## config.mk

```make
export PLATFORM = sky130hd
export DESIGN_NAME = pcprog_core
export DESIGN_NICKNAME = d
export VERILOG_FILES = /design/src/rtl/pcprog_core.sv
export SDC_FILE = /design/constraint.sdc
export NUM_CORES = 1
export LEC_CHECK = 0
export ABC_CLOCK_PERIOD_IN_PS = 5300
export BUFFER_PORTS_ARGS = -buffer_cell sky130_fd_sc_hd__buf_2
export CORE_MARGIN = 10
export CORE_UTILIZATION = 63
export DETAILED_ROUTE_END_ITERATION = 8
export MAX_ROUTING_LAYER = met4
export PLACE_DENSITY = 0.88
export SYNTH_ARGS = -nofsm -noshare
export SYNTH_HDL_FRONTEND = slang
export SYNTH_SLANG_ARGS = --single-unit
```

## constraint.sdc

```tcl
create_clock -name clk -period 5.3 [get_ports clk]
set_input_delay 0.265 -clock clk [delete_from_list [all_inputs] [get_ports clk]]
set_output_delay 0.265 -clock clk [all_outputs]
set_load 0.01 [all_outputs]
```

## src/rtl/pcprog_core.sv

```systemverilog
module pcprog_core #(
  parameter int DW   = 16,
  parameter int PCW  = 6,
  parameter int NREG = 8
) (
  input  logic          clk,
  input  logic          rst,
  input  logic [DW-1:0] in_data,
  output logic [DW-1:0] out_data,
  output logic          out_strobe
);
  localparam int RAW = $clog2(NREG);

  typedef enum logic [3:0] {
    OP_NOP, OP_ADD, OP_SUB, OP_AND, OP_OR, OP_MOV, OP_IN, OP_OUT, OP_JMP
  } op_t;

  logic [PCW-1:0] pc;
  op_t            d_op;
  logic [RAW-1:0] d_ra, d_rb, d_wa;
  logic [PCW-1:0] d_tgt;

  logic           e_valid;
  op_t            e_op;
  logic [RAW-1:0] e_ra, e_rb, e_wa;
  logic [PCW-1:0] e_tgt;

  logic           wb_wr;
  logic [RAW-1:0] wb_wa;
  logic [DW-1:0]  wb_data;

  logic [DW-1:0]  rf [NREG];
  logic [DW-1:0]  opa, opb, alu;
  logic           e_wr, jmp_take;

  // Program table: controls are a pure function of the PC.
  always_comb begin
    d_op  = OP_NOP;
    d_ra  = '0;
    d_rb  = '0;
    d_wa  = '0;
    d_tgt = '0;
    case (pc)
      PCW'(0):  begin d_op = OP_IN;  d_wa = RAW'(1); end
      PCW'(1):  begin d_op = OP_ADD; d_wa = RAW'(2); d_ra = RAW'(1); d_rb = RAW'(1); end
      PCW'(2):  begin d_op = OP_ADD; d_wa = RAW'(2); d_ra = RAW'(2); d_rb = RAW'(1); end
      PCW'(3):  begin d_op = OP_SUB; d_wa = RAW'(3); d_ra = RAW'(1); d_rb = RAW'(2); end
      PCW'(4):  begin d_op = OP_AND; d_wa = RAW'(4); d_ra = RAW'(3); d_rb = RAW'(2); end
      PCW'(5):  begin d_op = OP_OUT; d_ra = RAW'(4); end
      PCW'(6):  begin d_op = OP_OR;  d_wa = RAW'(5); d_ra = RAW'(4); d_rb = RAW'(1); end
      PCW'(7):  begin d_op = OP_MOV; d_wa = RAW'(6); d_ra = RAW'(5); end
      PCW'(8):  begin d_op = OP_OUT; d_ra = RAW'(6); end
      PCW'(9):  begin d_op = OP_ADD; d_wa = RAW'(6); d_ra = RAW'(6); d_rb = RAW'(6); end
      PCW'(10): begin d_op = OP_OUT; d_ra = RAW'(6); end
      PCW'(12): begin d_op = OP_SUB; d_wa = RAW'(2); d_ra = RAW'(2); d_rb = RAW'(1); end
      PCW'(13): begin d_op = OP_OUT; d_ra = RAW'(2); end
      PCW'(14): begin d_op = OP_JMP; d_tgt = PCW'(40); end
      PCW'(15): begin d_op = OP_OUT; d_ra = RAW'(1); end
      PCW'(16): begin d_op = OP_OUT; d_ra = RAW'(3); end
      PCW'(40): begin d_op = OP_ADD; d_wa = RAW'(7); d_ra = RAW'(2); d_rb = RAW'(6); end
      PCW'(41): begin d_op = OP_OUT; d_ra = RAW'(7); end
      PCW'(42): begin d_op = OP_SUB; d_wa = RAW'(0); d_ra = RAW'(7); d_rb = RAW'(1); end
      PCW'(43): begin d_op = OP_OUT; d_ra = RAW'(0); end
      default: ;
    endcase
  end

  assign jmp_take = e_valid && (e_op == OP_JMP);
  assign e_wr = e_valid && (e_op inside {OP_ADD, OP_SUB, OP_AND, OP_OR, OP_MOV, OP_IN});

  // PC sequencer and decode-to-execute stage
  always_ff @(posedge clk) begin
    if (rst) begin
      pc      <= '0;
      e_valid <= 1'b0;
      e_op    <= OP_NOP;
      e_ra    <= '0;
      e_rb    <= '0;
      e_wa    <= '0;
      e_tgt   <= '0;
    end else begin
      pc      <= jmp_take ? e_tgt : pc + 1'b1;
      e_valid <= !jmp_take;
      e_op    <= d_op;
      e_ra    <= d_ra;
      e_rb    <= d_rb;
      e_wa    <= d_wa;
      e_tgt   <= d_tgt;
    end
  end

  // Operand read with bypass from the instruction in writeback
  assign opa = (wb_wr && wb_wa == e_ra) ? wb_data : rf[e_ra];
  assign opb = (wb_wr && wb_wa == e_rb) ? wb_data : rf[e_rb];

  always_comb begin
    case (e_op)
      OP_ADD:  alu = opa + opb;
      OP_SUB:  alu = opa - opb;
      OP_AND:  alu = opa & opb;
      OP_OR:   alu = opa | opb;
      OP_IN:   alu = in_data;
      default: alu = opa;
    endcase
  end

  // Execute-to-writeback stage and output port
  always_ff @(posedge clk) begin
    if (rst) begin
      wb_wr      <= 1'b0;
      wb_wa      <= '0;
      wb_data    <= '0;
      out_data   <= '0;
      out_strobe <= 1'b0;
    end else begin
      wb_wr      <= e_wr;
      wb_wa      <= e_wa;
      wb_data    <= alu;
      out_strobe <= e_valid && (e_op == OP_OUT);
      if (e_valid && e_op == OP_OUT) out_data <= opa;
    end
  end

  always_ff @(posedge clk) begin
    if (wb_wr) rf[wb_wa] <= wb_data;
  end
endmodule


```

# Word-level counts from Yosys, hierarchy flattened
# Memories as Yosys holds them, arrays and structs flattened. A register that Yosys moved wholly into a read port is not among the register bits.
# Cells that the tools add are included.
# totals
regBits,63
ram_bits,128
in_bits,18
out_inout_bits,17
word_cells,82
mem_count,1
# classes
add_sub_neg,3
eq_ne,29
mux,13
n_bitwise,2
reduce_logical,22
# mem_list
memory,words,word_bits,read_ports,rd_ports_with_merged_regs,write_ports,line_no,source
rf,8,16,2,2,1,32,logic [DW-1:0] rf [NREG];
# ops
cell,n
$pmux W16 S5,1
$eq A6 B4 Y1 const B,7
$pmux W3 S7,2
$mux W16,2
$pmux W4 S8,1
$eq A6 B3 Y1 const B,4
$eq A6 B6 Y1 const B,4
$add A16 B16 Y16,1
$and A16 B16 Y16,1
$eq A4 B3 Y1 const B,4
$or A16 B16 Y16,1
$sub A16 B16 Y16,1
$eq A6 B2 Y1 const B,2
$mux W6,2
$reduce_or A2 Y1,6
$reduce_or A3 Y1,4
$pmux W3 S3,1
$eq A4 B2 Y1 const B,2
$reduce_or A4 Y1,2
$reduce_or A8 Y1,1
$add A6 B1 Y6 const B,1
$eq A3 B3 Y1,2
$eq A6 B1 Y1 const B,1
$eq A6 B5 Y1 const B,1
other kinds (9),15

# Longest topological paths before layout
# Gate-level depths: netlist of run 1.
# depth
ltp_word,5
depth_mapped,20
depth_no_buf,17

# Least setup slack after synthesis of run 1
# No wires, ideal clock.
# synth_timing
path_kind,reg-to-reg
start,register e_ra[0]
end,register wb_data[14]
setup_ns,0.070
t_arrival_ns,3.859
t_required_ns,5.230
path_slack_ns,1.371
path_stages_with_launch,17
path_buffers,3
synth_period_minus_slack_ns,3.929
cell_sequence,dfxtp_1 clkbuf_1 buf_2 buf_2 mux4_2 mux2i_1 a21oi_1 fa_1 a21o_1 a21o_1 a21oi_1 o21ai_0 a41oi_1 a21oi_1 a31oi_1 xnor2_1 o2bb2ai_1
# synth_between
elab_chain_len,5
elab_cells_between_ends,8
classes_between,2 x add/sub; 1 x eq/ne; 2 x mux; 2 x bitwise; 1 x reduce/logical
# synth_lines
item,line_no,source
start: declaration,25,"logic [RAW-1:0] e_ra, e_rb, e_wa;"
start signal: assignment,85,e_ra <= d_ra;
$eq A3 B3 Y1 (*),93,assign opa = (wb_wr && wb_wa == e_ra) ? wb_data : rf[e_ra];
$logic_and A1 B1 Y1 (*),93,
$mux W16 (*),93,
net opa[1],33,"logic [DW-1:0] opa, opb, alu;"
$sub A16 B16 Y16 or $add A16 B16 Y16 (tied branches),"99, 98",
$pmux W16 S5 (*),97,case (e_op)
end signal: assignment,118,wb_data <= alu;
end: declaration,30,logic [DW-1:0] wb_data;
# The timed path passes the listed nets; every way through them passes the cells marked *.
# A chain may end at the register's enable or synchronous reset.

# Worst setup path in the final report of run 1
# layout_timing
start,register e_rb[0]
end,register wb_data[15]
# layout_between
elab_chain_len,5
elab_cells_between_ends,8
classes_between,2 x add/sub; 1 x eq/ne; 2 x mux; 2 x bitwise; 1 x reduce/logical
# layout_lines
item,line_no,source
start: declaration,25,
start signal: assignment,86,e_rb <= d_rb;
$eq A3 B3 Y1 (*),94,assign opb = (wb_wr && wb_wa == e_rb) ? wb_data : rf[e_rb];
$logic_and A1 B1 Y1 (*),94,
$mux W16 (*),94,
"$sub A16 B16 Y16, or another cell as far along",99,OP_SUB: alu = opa - opb;
$pmux W16 S5 (*),97,
# Every way passes the cells marked *; elsewhere a longest branch is shown, timed or not.

==> results.yml, run 1 <==
floorplanning:
  die_y_microns: 146
  dieArea_sq_um: 21200
  core-area_sq_um: 15300
  num_rows: 45
  fp.dieW_microns: 146
  initial_utilization_pct: 65.0
  pin_count: 35
synth:
  ys_async_sr_fraction_pct: 0
  synthDistinctLibCells: 65
  ys_ff_latch: 186
  syn_nets: 848
  yosys_warnings: 0
  syn_area_per_cell_sq_um: 12.4
  netlist_area_sq_um: 9950
  synth-edff-count: 128
  yosysSeqAreaShare_pct: 50.3
  synth_ff_type: "edfxtp_1"
  synth_top_area_share_pct: 38.6
  synth.area.top_cells: "edfxtp_1 (39%), mux4_2 (14%), dfxtp_1 (12%)"
  syn_inst: 804
  netlist.top_cell.by_area: "edfxtp_1"
cts:
  cts_root_buffer: "clkbuf_16"
  post_cts_buffers: 0
  cts-resized-gates: 0
  cts.sinks: 186
  cts_max_level: 4
  cts_tree: "done"
  clk_pin_slew_worst_paths_ps: 70
  clockBufferDepth: 2
  clk_latency_ps: 440
  hold_buffers: 0
  cts_made_buffers: 17
min_path:
  hp-class: "in2reg"
power_and_ir_drop:
  p_comb_share_pct: 26.9
  p_sw_share_pct: 32.9
  seq_power_share_pct: 45.2
  p_int_mw: 2.79
  switching_power_mw: 1.37
  ir_worst_vdd_uv: 272
  cellLeakagePower_nw: 3.69
  power_mw: 4.16
  pwr-share-clk_pct: 27.9
  power.density_nw_per_um2: 385
detailed_routing:
  drt_wl_total_microns: 25700
  drtIter0Drc: 883
  vias: 7107
  post_drt_wl_per_cell_microns: 24.7
  vias_per_cell: 6.81
  firstDrtPassIters: 5
  drc_errors: 0
  antenna_left: 0
timing:
  timing.final.crit_share_pct: 88.3
  rsz0062_at_grt: "no"
  max_slew_margin_pct: 19.5
  worstMarginPinSlew_ps: 1200
  fin_tns_setup_ps: 0
  slew_violations: 0
  finalSetupViolCount: 0
  layout_setup_ws_ps: 621
  finalCriticalPeriod_ps: 4680
  max_freq_ghz: 0.214
  hold_viol_final: 0
  finClkSkew_ps: 9.42
placed_design:
  portBuffers: 34
  place_ws_ps: 699
  gp_congestion: 1.01
  dp.final_hpwl_microns: 17200
global_routing:
  grt_max_degree: 50
  globalRouteOverflowTotal: 0
  grt_pass1_vias: 6923
  gr-usage-all-layers_pct: 24.6
  grt_pass1_wl_microns: 39700
  antenna_found_initial: 0
final_layout:
  nets: 864
  final_cell_mix: "edfxtp_1 (128), a21oi_1 (72), nand2_1 (67), mux4_2 (64), nor2_1 (60)"
  final_common_cell: "edfxtp_1"
  antenna-diode-count: 0
  areaGrowthSynthToFinish_pct: 8.60
  drive_gt1_share_pct: 21.3
  utilization_pct: 70.6
critical_path:
  cp_slowest_cell: "dfxtp_2"
  path_buf_inv: 1
  worst-path-max-fanout: 15
  path_common_cell: "nand2_1"
  slowest_delay_ps: 670
  worstSetupEndpointType: "flop"
  start_kind: "flop"
  cp_top_family: "multiplexers"
  crit_chain: "buf_4 -> mux4_2 -> mux2_2 -> mux2i_1 -> nand4_2 -> nor2b_1 -> nand2_1 -> nor3b_2 -> nor2_1 -> xor2_1 -> ha_1 -> nand4_1 -> a211o_1 -> a21oi_1 -> o211ai_1 -> nand2_1 -> nand2_1 -> o211ai_1"
  worst-endpoint-arrival_ps: 5040
  crit_type: "reg2reg"
  required_ps: 5660
outcome:
  status: "complete, no violations"
flow_run:
  maxCapViolCount: 0
[metal layers]
layer	wire (microns)	vias up	global-route usage, %
li1	-	3081	-
met5	0	-	-
met3	2960	69	6.46
met2	12200	513	37.8
met1	9800	3444	31.0
met4	749	0	9.10
[worst min-delay path: stages]
cell      delay [ps]
buf_2             90
a222oi_1          60
a21oi_1          120
[area by class of cell]
class | count | area [sq um]
inverters | 14 | 52.6
multi-input cells | 549 | 4650
repair buffers | 52 | 318
well taps | 211 | 264
clock inverters | 14 | 96.3
fillers | 1056 | 4510
flip-flops and latches | 186 | 5010
clock buffers | 17 | 425
[power by group through the flow]
stage | logic (mW) | registers [mW] | clock network (mW)
after detailed placement | 1.09 | 1.90 | 0
after global routing | 1.22 | 1.90 | 1.23
final | 1.12 | 1.88 | 1.16
after global placement | 1.06 | 1.88 | 0
after CTS | 1.10 | 1.87 | 1.17
after floorplan | 0.883 | 1.81 | 0
[cell families after synthesis]
group / after synthesis / synth area share (%)
DFF: 186 / 50.3
buffers and inverters: 69 / 3.21
xor gates and xnor gates: 37 / 3.33
AOI/OAI and AO/OA: 173 / 10.3
muxes: 110 / 19.8
adders and majority gates: 26 / 3.34
and+or+nand+nor: 203 / 9.77
[Yosys cell counts (all sizes together), types with 6 or more instances]
library cell,n
xnor2,23
nor2b,11
o21ai,42
and2,6
o211ai,7
nor2,60
edfxtp,128
a21o,9
mux2i,33
nand2,67
a21oi,73
ha,25
nor3,13
inv,14
buf,21
xor2,14
mux2,13
nand3,14
dfxtp,58
clkbuf,34
mux4,64
nand2b,7
a31oi,13
[path summary, 6_finish.rpt]
path | slack (ps) | cells past startpoint | end | start
worst max-delay path | 620 | 18 | wb_data[15] | e_rb[0]
worst min-delay path | 140 | 3 | wb_data[9] | in_data[9]
worst max register to register | 620 | 18 | wb_data[15] | e_rb[0]
worst min register to register | 450 | 1 | wb_wa[0] | e_wa[0]
[sequential cells by signal, summed over array words and instances, names as in the netlist]
register,flops
e_op,4
e_ra,3
e_rb,3
e_tgt,1
e_valid,1
e_wa,3
out_data,16
out_strobe,1
pc,6
rf,128
wb_data,16
wb_wa,3
wb_wr,1
[stage by stage]
stage / hold slack [ps] / instances / instance area, sq um
after floorplan: 414 / 804 / 9950
after global placement: 419 / 1012 / 10300
after detailed placement: 430 / 1012 / 10300
after CTS: 123 / 1043 / 10800
after global routing: 145 / 1043 / 10800
final: 136 / 1043 / 10800
Note: power is estimated with default switching activity, not from simulation.
==> inputs of run 2 (changes only) <==
Settings changed: ABC_AREA set to 1, BUFFER_PORTS_ARGS -buffer_cell sky130_fd_sc_hd__buf_2 to -buffer_cell sky130_fd_sc_hd__buf_4, MAX_ROUTING_LAYER met4 to not set.
==> run 2 against run 1 <==
Net effect:
- synthesized cell count increased by 63%
- global-route usage is 1.8 points higher
- synthesized area grew 4.5%
- design area grew 5.5%
- cell count is 49% higher
- worst hold slack got worse by 26 ps
- critical path type unchanged
- highest routed layer unchanged
==> results.yml, run 2 <==
outcome:
  status: "complete, no violations"
final_layout:
  areaGrowthSynthToFinish_pct: 9.70
  antenna-diode-count: 0
  final_cell_mix: "nand2_1 (278), inv_1 (178), o21ai_0 (144), edfxtp_1 (128), a21oi_1 (103)"
  drive_gt1_share_pct: 7.88
  largest_reg_flops: 128
  top_regs: "rf: 128 flops, out_data: 16 flops, wb_data: 16 flops"
  num-fill-cells: 1206
  largest_register: "rf"
  final_common_cell: "nand2_1"
  nets: 1364
global_routing:
  grt_max_degree: 99
  globalRouteOverflowTotal: 0
  grt_pass1_wl_microns: 46600
  grt_pass1_vias: 9072
  gr-usage-all-layers_pct: 26.5
  antenna_found_initial: 0
timing:
  timing.final.crit_share_pct: 87.8
  finalSetupViolCount: 0
  fin_hold_ws_ps: 109
  worstMarginPinSlew_ps: 1250
  finClkSkew_ps: 9.06
  rsz0062_at_grt: "no"
  max_slew_margin_pct: 16.5
  max_freq_ghz: 0.215
  fin_tns_setup_ps: 0
  slew_violations: 0
  finalCriticalPeriod_ps: 4650
  hold_viol_final: 0
floorplanning:
  core-area_sq_um: 16100
  num_rows: 46
  pin_count: 35
  dieArea_sq_um: 22000
  die_y_microns: 148
  initial_utilization_pct: 64.7
  fp.dieW_microns: 148
placed_design:
  portBuffers: 34
  gp_congestion: 0.949
  dp.final_hpwl_microns: 19200
synth:
  ys_async_sr_fraction_pct: 0
  yosysSeqAreaShare_pct: 48.1
  synthDistinctLibCells: 46
  synth_ff_type: "edfxtp_1"
  yosys.cell_count.top_type: "nand2_1"
  syn_inst: 1309
  synth.area.top_cells: "edfxtp_1 (37%), dfxtp_1 (11%), nand2_1 (10%)"
  netlist_area_sq_um: 10400
  netlist.top_cell.by_area: "edfxtp_1"
  yosys_warnings: 0
  synth_top_area_share_pct: 37.0
  syn_nets: 1353
  ys_ff_latch: 186
  synth-edff-count: 128
  synth.top_cells.by_count: "nand2_1 (278), inv_1 (178), o21ai_0 (144), edfxtp_1 (128), nor2_1 (104)"
  syn_area_per_cell_sq_um: 7.94
critical_path:
  cp_slowest_cell: "dfxtp_2"
  worst-endpoint-arrival_ps: 5000
  slowest_delay_ps: 730
  start_kind: "flop"
  worst-path-max-fanout: 31
  required_ps: 5640
  worstSetupEndpointType: "flop"
  crit_type: "reg2reg"
  path_common_cell: "inv_1"
power_and_ir_drop:
  ir_worst_vdd_uv: 248
  cellLeakagePower_nw: 4.82
  power.density_nw_per_um2: 378
  power_mw: 4.31
detailed_routing:
  drtIter0Drc: 1268
  vias: 9494
  antenna_left: 0
  drt_wl_total_microns: 29300
  firstDrtPassIters: 6
  drc_errors: 0
  post_drt_wl_per_cell_microns: 18.9
  vias_per_cell: 6.13
flow_run:
  maxCapViolCount: 0
cts:
  clockBufferDepth: 2
  cts_tree: "done"
  hold_buffers: 0
  cts.sinks: 186
  cts_root_buffer: "clkbuf_16"
  clk_latency_ps: 440
  post_cts_buffers: 0
  cts-resized-gates: 0
  cts_made_buffers: 17
  cts_max_level: 4
  clk_pin_slew_worst_paths_ps: 70
min_path:
  hp-class: "in2reg"
==> run 2: cell families (layout without fill, tap and decap cells) <==
| family | count (synthesis) | after routing | share of synthesized area [%] |
|---|---|---|---|
| xor+xnor | 17 | 17 | 1.43 |
| buf+inv | 247 | 271 | 9.45 |
| flops | 186 | 186 | 48.1 |
| fa+ha+maj | 26 | 26 | 3.20 |
| simple gates | 510 | 510 | 20.2 |
| compound gates | 323 | 323 | 17.6 |
==> run 2: layout make-up <==
type | instances | area (sq um) | area share, %
Timing Repair Buffer | 55 | 413 | 3.62
Inverter | 184 | 696 | 6.10
Sequential cell | 186 | 5010 | 43.9
Clock buffer | 19 | 433 | 3.80
Multi-Input combinational cell | 876 | 4420 | 38.8
Clock inverter | 13 | 166 | 1.46
Tap cell | 216 | 270 | 2.37
==> run 2: worst paths after layout <==
path                                   from          end  slack [ps]  cells past startpoint
worst max-delay path                e_rb[0]  wb_data[13]         650                     25
worst min-delay path            in_data[11]  wb_data[11]         110                      3
worst min register to register      e_wa[2]     wb_wa[2]         410                      2
worst max register to register      e_rb[0]  wb_data[13]         650                     25
==> run 2: layer usage <==
layer | wire length, microns | track usage (%)
met2 | 13300 | 41.7
met3 | 3690 | 5.28
met5 | 0 | 0
met1 | 11200 | 34.3
met4 | 1020 | 12.7
==> run 2: worst max-delay path: cells and delay by family, from the launching register on <==
| family | cells | cell delay (ps) |
|---|---|---|
| buf+inv | 6 | 630 |
| compound gates | 6 | 1190 |
| fa+ha+maj | 2 | 480 |
| xor+xnor | 1 | 190 |
| simple gates | 10 | 1310 |
| flops | 1 | 730 |
==> run 2: report_power, final <==
group          leakage, nW  total, mW  switching (mW)  internal [mW]
sequential            1.65       1.83           0.133           1.69
clock                0.281       1.31           0.563          0.747
combinational         2.89       1.18           0.783          0.393
==> run 2: metrics by stage <==
| stage | setup slack (ps) | util, % | cells | instance area (sq um) |
|---|---|---|---|---|
| after floorplan | 1810 | - | 1309 | 10400 |
| after global placement | 956 | 67.3 | 1517 | 10800 |
| after detailed placement | 885 | 67.3 | 1517 | 10800 |
| after CTS | 810 | 71.0 | 1549 | 11400 |
| after global routing | 123 | 71.0 | 1549 | 11400 |
| final | 647 | 71.0 | 1549 | 11400 |
==> inputs of run 3 (changes only) <==
Settings changed: RECOVER_POWER set to 100.
==> run 3 against run 2 <==
Net effect:
- the run now ends with capacitance limit, slew limit left
- core utilization is 0.67 points lower
- clock-buffer cell count did not move
- non-clock buffer count did not move
- critical path depth rose by 1
- critical endpoint is now wb_data[14]
- largest cell class unchanged
- highest routed layer unchanged
- register-to-register slack lost 90 ps
- power down 0.15%
- first-iteration DRC count is 7.9% higher
==> results.yml, run 3 (synthesis gave the netlist of run 2 again) <==
final_layout:
  final_cell_mix: "nand2_1 (278), inv_1 (178), o21ai_0 (145), edfxtp_1 (128), nor2_1 (104)"
  top_regs: "rf: 128 flops, out_data: 16 flops, wb_data: 16 flops"
  largest_register: "rf"
  final_common_cell: "nand2_1"
  antenna-diode-count: 0
  num-fill-cells: 1238
  largest_reg_flops: 128
  nets: 1364
  drive_gt1_share_pct: 5.63
  areaGrowthSynthToFinish_pct: 8.66
critical_path:
  worst-endpoint-arrival_ps: 5080
  start_kind: "flop"
  required_ps: 5640
  path_common_cell: "inv_1"
  worstSetupEndpointType: "flop"
  slowest_delay_ps: 720
  crit_type: "reg2reg"
  cp_slowest_cell: "dfxtp_2"
  worst-path-max-fanout: 31
timing:
  slew_violations: 34
  finClkSkew_ps: 8.42
  timing.final.crit_share_pct: 89.4
  hold_viol_final: 0
  worstMarginPinSlew_ps: 2000
  layout_setup_ws_ps: 560
  fin_tns_setup_ps: 0
  finalSetupViolCount: 0
  finalCriticalPeriod_ps: 4740
  max_slew_margin_pct: -33.7
  rsz0062_at_grt: "no"
  max_freq_ghz: 0.211
outcome:
  status: "complete, but fails checks"
  violations: "capacitance limit, slew limit"
min_path:
  hp-class: "in2reg"
power_and_ir_drop:
  power.density_nw_per_um2: 381
  ir_worst_vdd_uv: 248
  power_mw: 4.31
  cellLeakagePower_nw: 4.71
cts:
  cts_root_buffer: "clkbuf_16"
  cts.sinks: 186
  cts_tree: "done"
  cts_made_buffers: 17
  post_cts_buffers: 0
  cts-resized-gates: 0
  hold_buffers: 0
  cts_max_level: 4
  clk_pin_slew_worst_paths_ps: 70
  clockBufferDepth: 2
  clk_latency_ps: 440
placed_design:
  portBuffers: 34
  place_ws_ps: 885
  dp.final_hpwl_microns: 19200
  gp_congestion: 0.949
detailed_routing:
  antenna_left: 0
  post_drt_wl_per_cell_microns: 18.8
  drtIter0Drc: 1368
  firstDrtPassIters: 6
  drc_errors: 0
  vias_per_cell: 6.15
  vias: 9520
  drt_wl_total_microns: 29100
global_routing:
  grt_pass1_wl_microns: 46600
  grt_pass1_vias: 9072
  antenna_found_initial: 0
  grt_max_degree: 99
  gr-usage-all-layers_pct: 26.5
  globalRouteOverflowTotal: 0
floorplanning:
  initial_utilization_pct: 64.7
  dieArea_sq_um: 22000
  num_rows: 46
  die_y_microns: 148
  pin_count: 35
  core-area_sq_um: 16100
  fp.dieW_microns: 148
flow_run:
  maxCapViolCount: 2
## run 3: cell count changes in the layout (fill, tap and decap cells not counted), moves of 2 or more
| cell | delta |
|---|---|
| clkbuf_1 | +27 |
| nor2_2 | -2 |
| nor2_1 | +2 |
| buf_4 | -27 |
## run 3: worst paths after layout
kind | start | end | slack, ps | depth (start not counted)
max | e_rb[0] | wb_data[14] | 560 | 26
min | in_data[11] | wb_data[11] | 110 | 3
max reg2reg | e_rb[0] | wb_data[14] | 560 | 26
min reg2reg | e_wa[2] | wb_wa[2] | 410 | 2
## run 3: routing by layer
| layer | wire (microns) | up-vias | track usage (%) |
|---|---|---|---|
| li1 | - | 4441 | - |
| met5 | 0 | - | 0 |
| met4 | 1010 | 0 | 12.7 |
| met2 | 13400 | 665 | 41.7 |
| met1 | 11100 | 4315 | 34.3 |
| met3 | 3640 | 99 | 5.28 |
## run 3: worst max-delay path, delay by kind of cell (launching register included)
family / cells / cell delay [ps]
flip-flops: 1 / 720
XOR/XNOR: 1 / 200
adder cells (fa/ha/maj): 2 / 480
AND/OR/NAND/NOR: 10 / 1530
buffers and inverters: 7 / 710
AO/OA/AOI/OAI: 6 / 1010
## run 3: final cells by class
| cell class | instances | area [sq um] | share of cell area [%] |
|---|---|---|---|
| Clock inverter | 13 | 166 | 1.47 |
| Inverter | 184 | 696 | 6.16 |
| Timing Repair Buffer | 55 | 312 | 2.76 |
| Sequential cell | 186 | 5010 | 44.3 |
| Multi-Input combinational cell | 876 | 4420 | 39.1 |
| Clock buffer | 19 | 433 | 3.83 |
| Tap cell | 216 | 270 | 2.39 |
## run 3: stage by stage
stage          std cells  hold slack, ps  instance area [sq um]  util (%)
2_1_floorplan       1309             360                  10400         -
3_3_place_gp        1517             390                  10800      67.3
3_5_place_dp        1517             397                  10800      67.3
4_1_cts             1549             104                  11400      71.0
5_1_grt             1549             149                  11300      70.4
6_report            1549             113                  11300      70.4
## run 3: report_power, final
part           switching (mW)  internal, mW  total, mW
clock                   0.563         0.747       1.31
sequential              0.134          1.69       1.83
combinational           0.782         0.387       1.17
total                    1.48          2.83       4.31
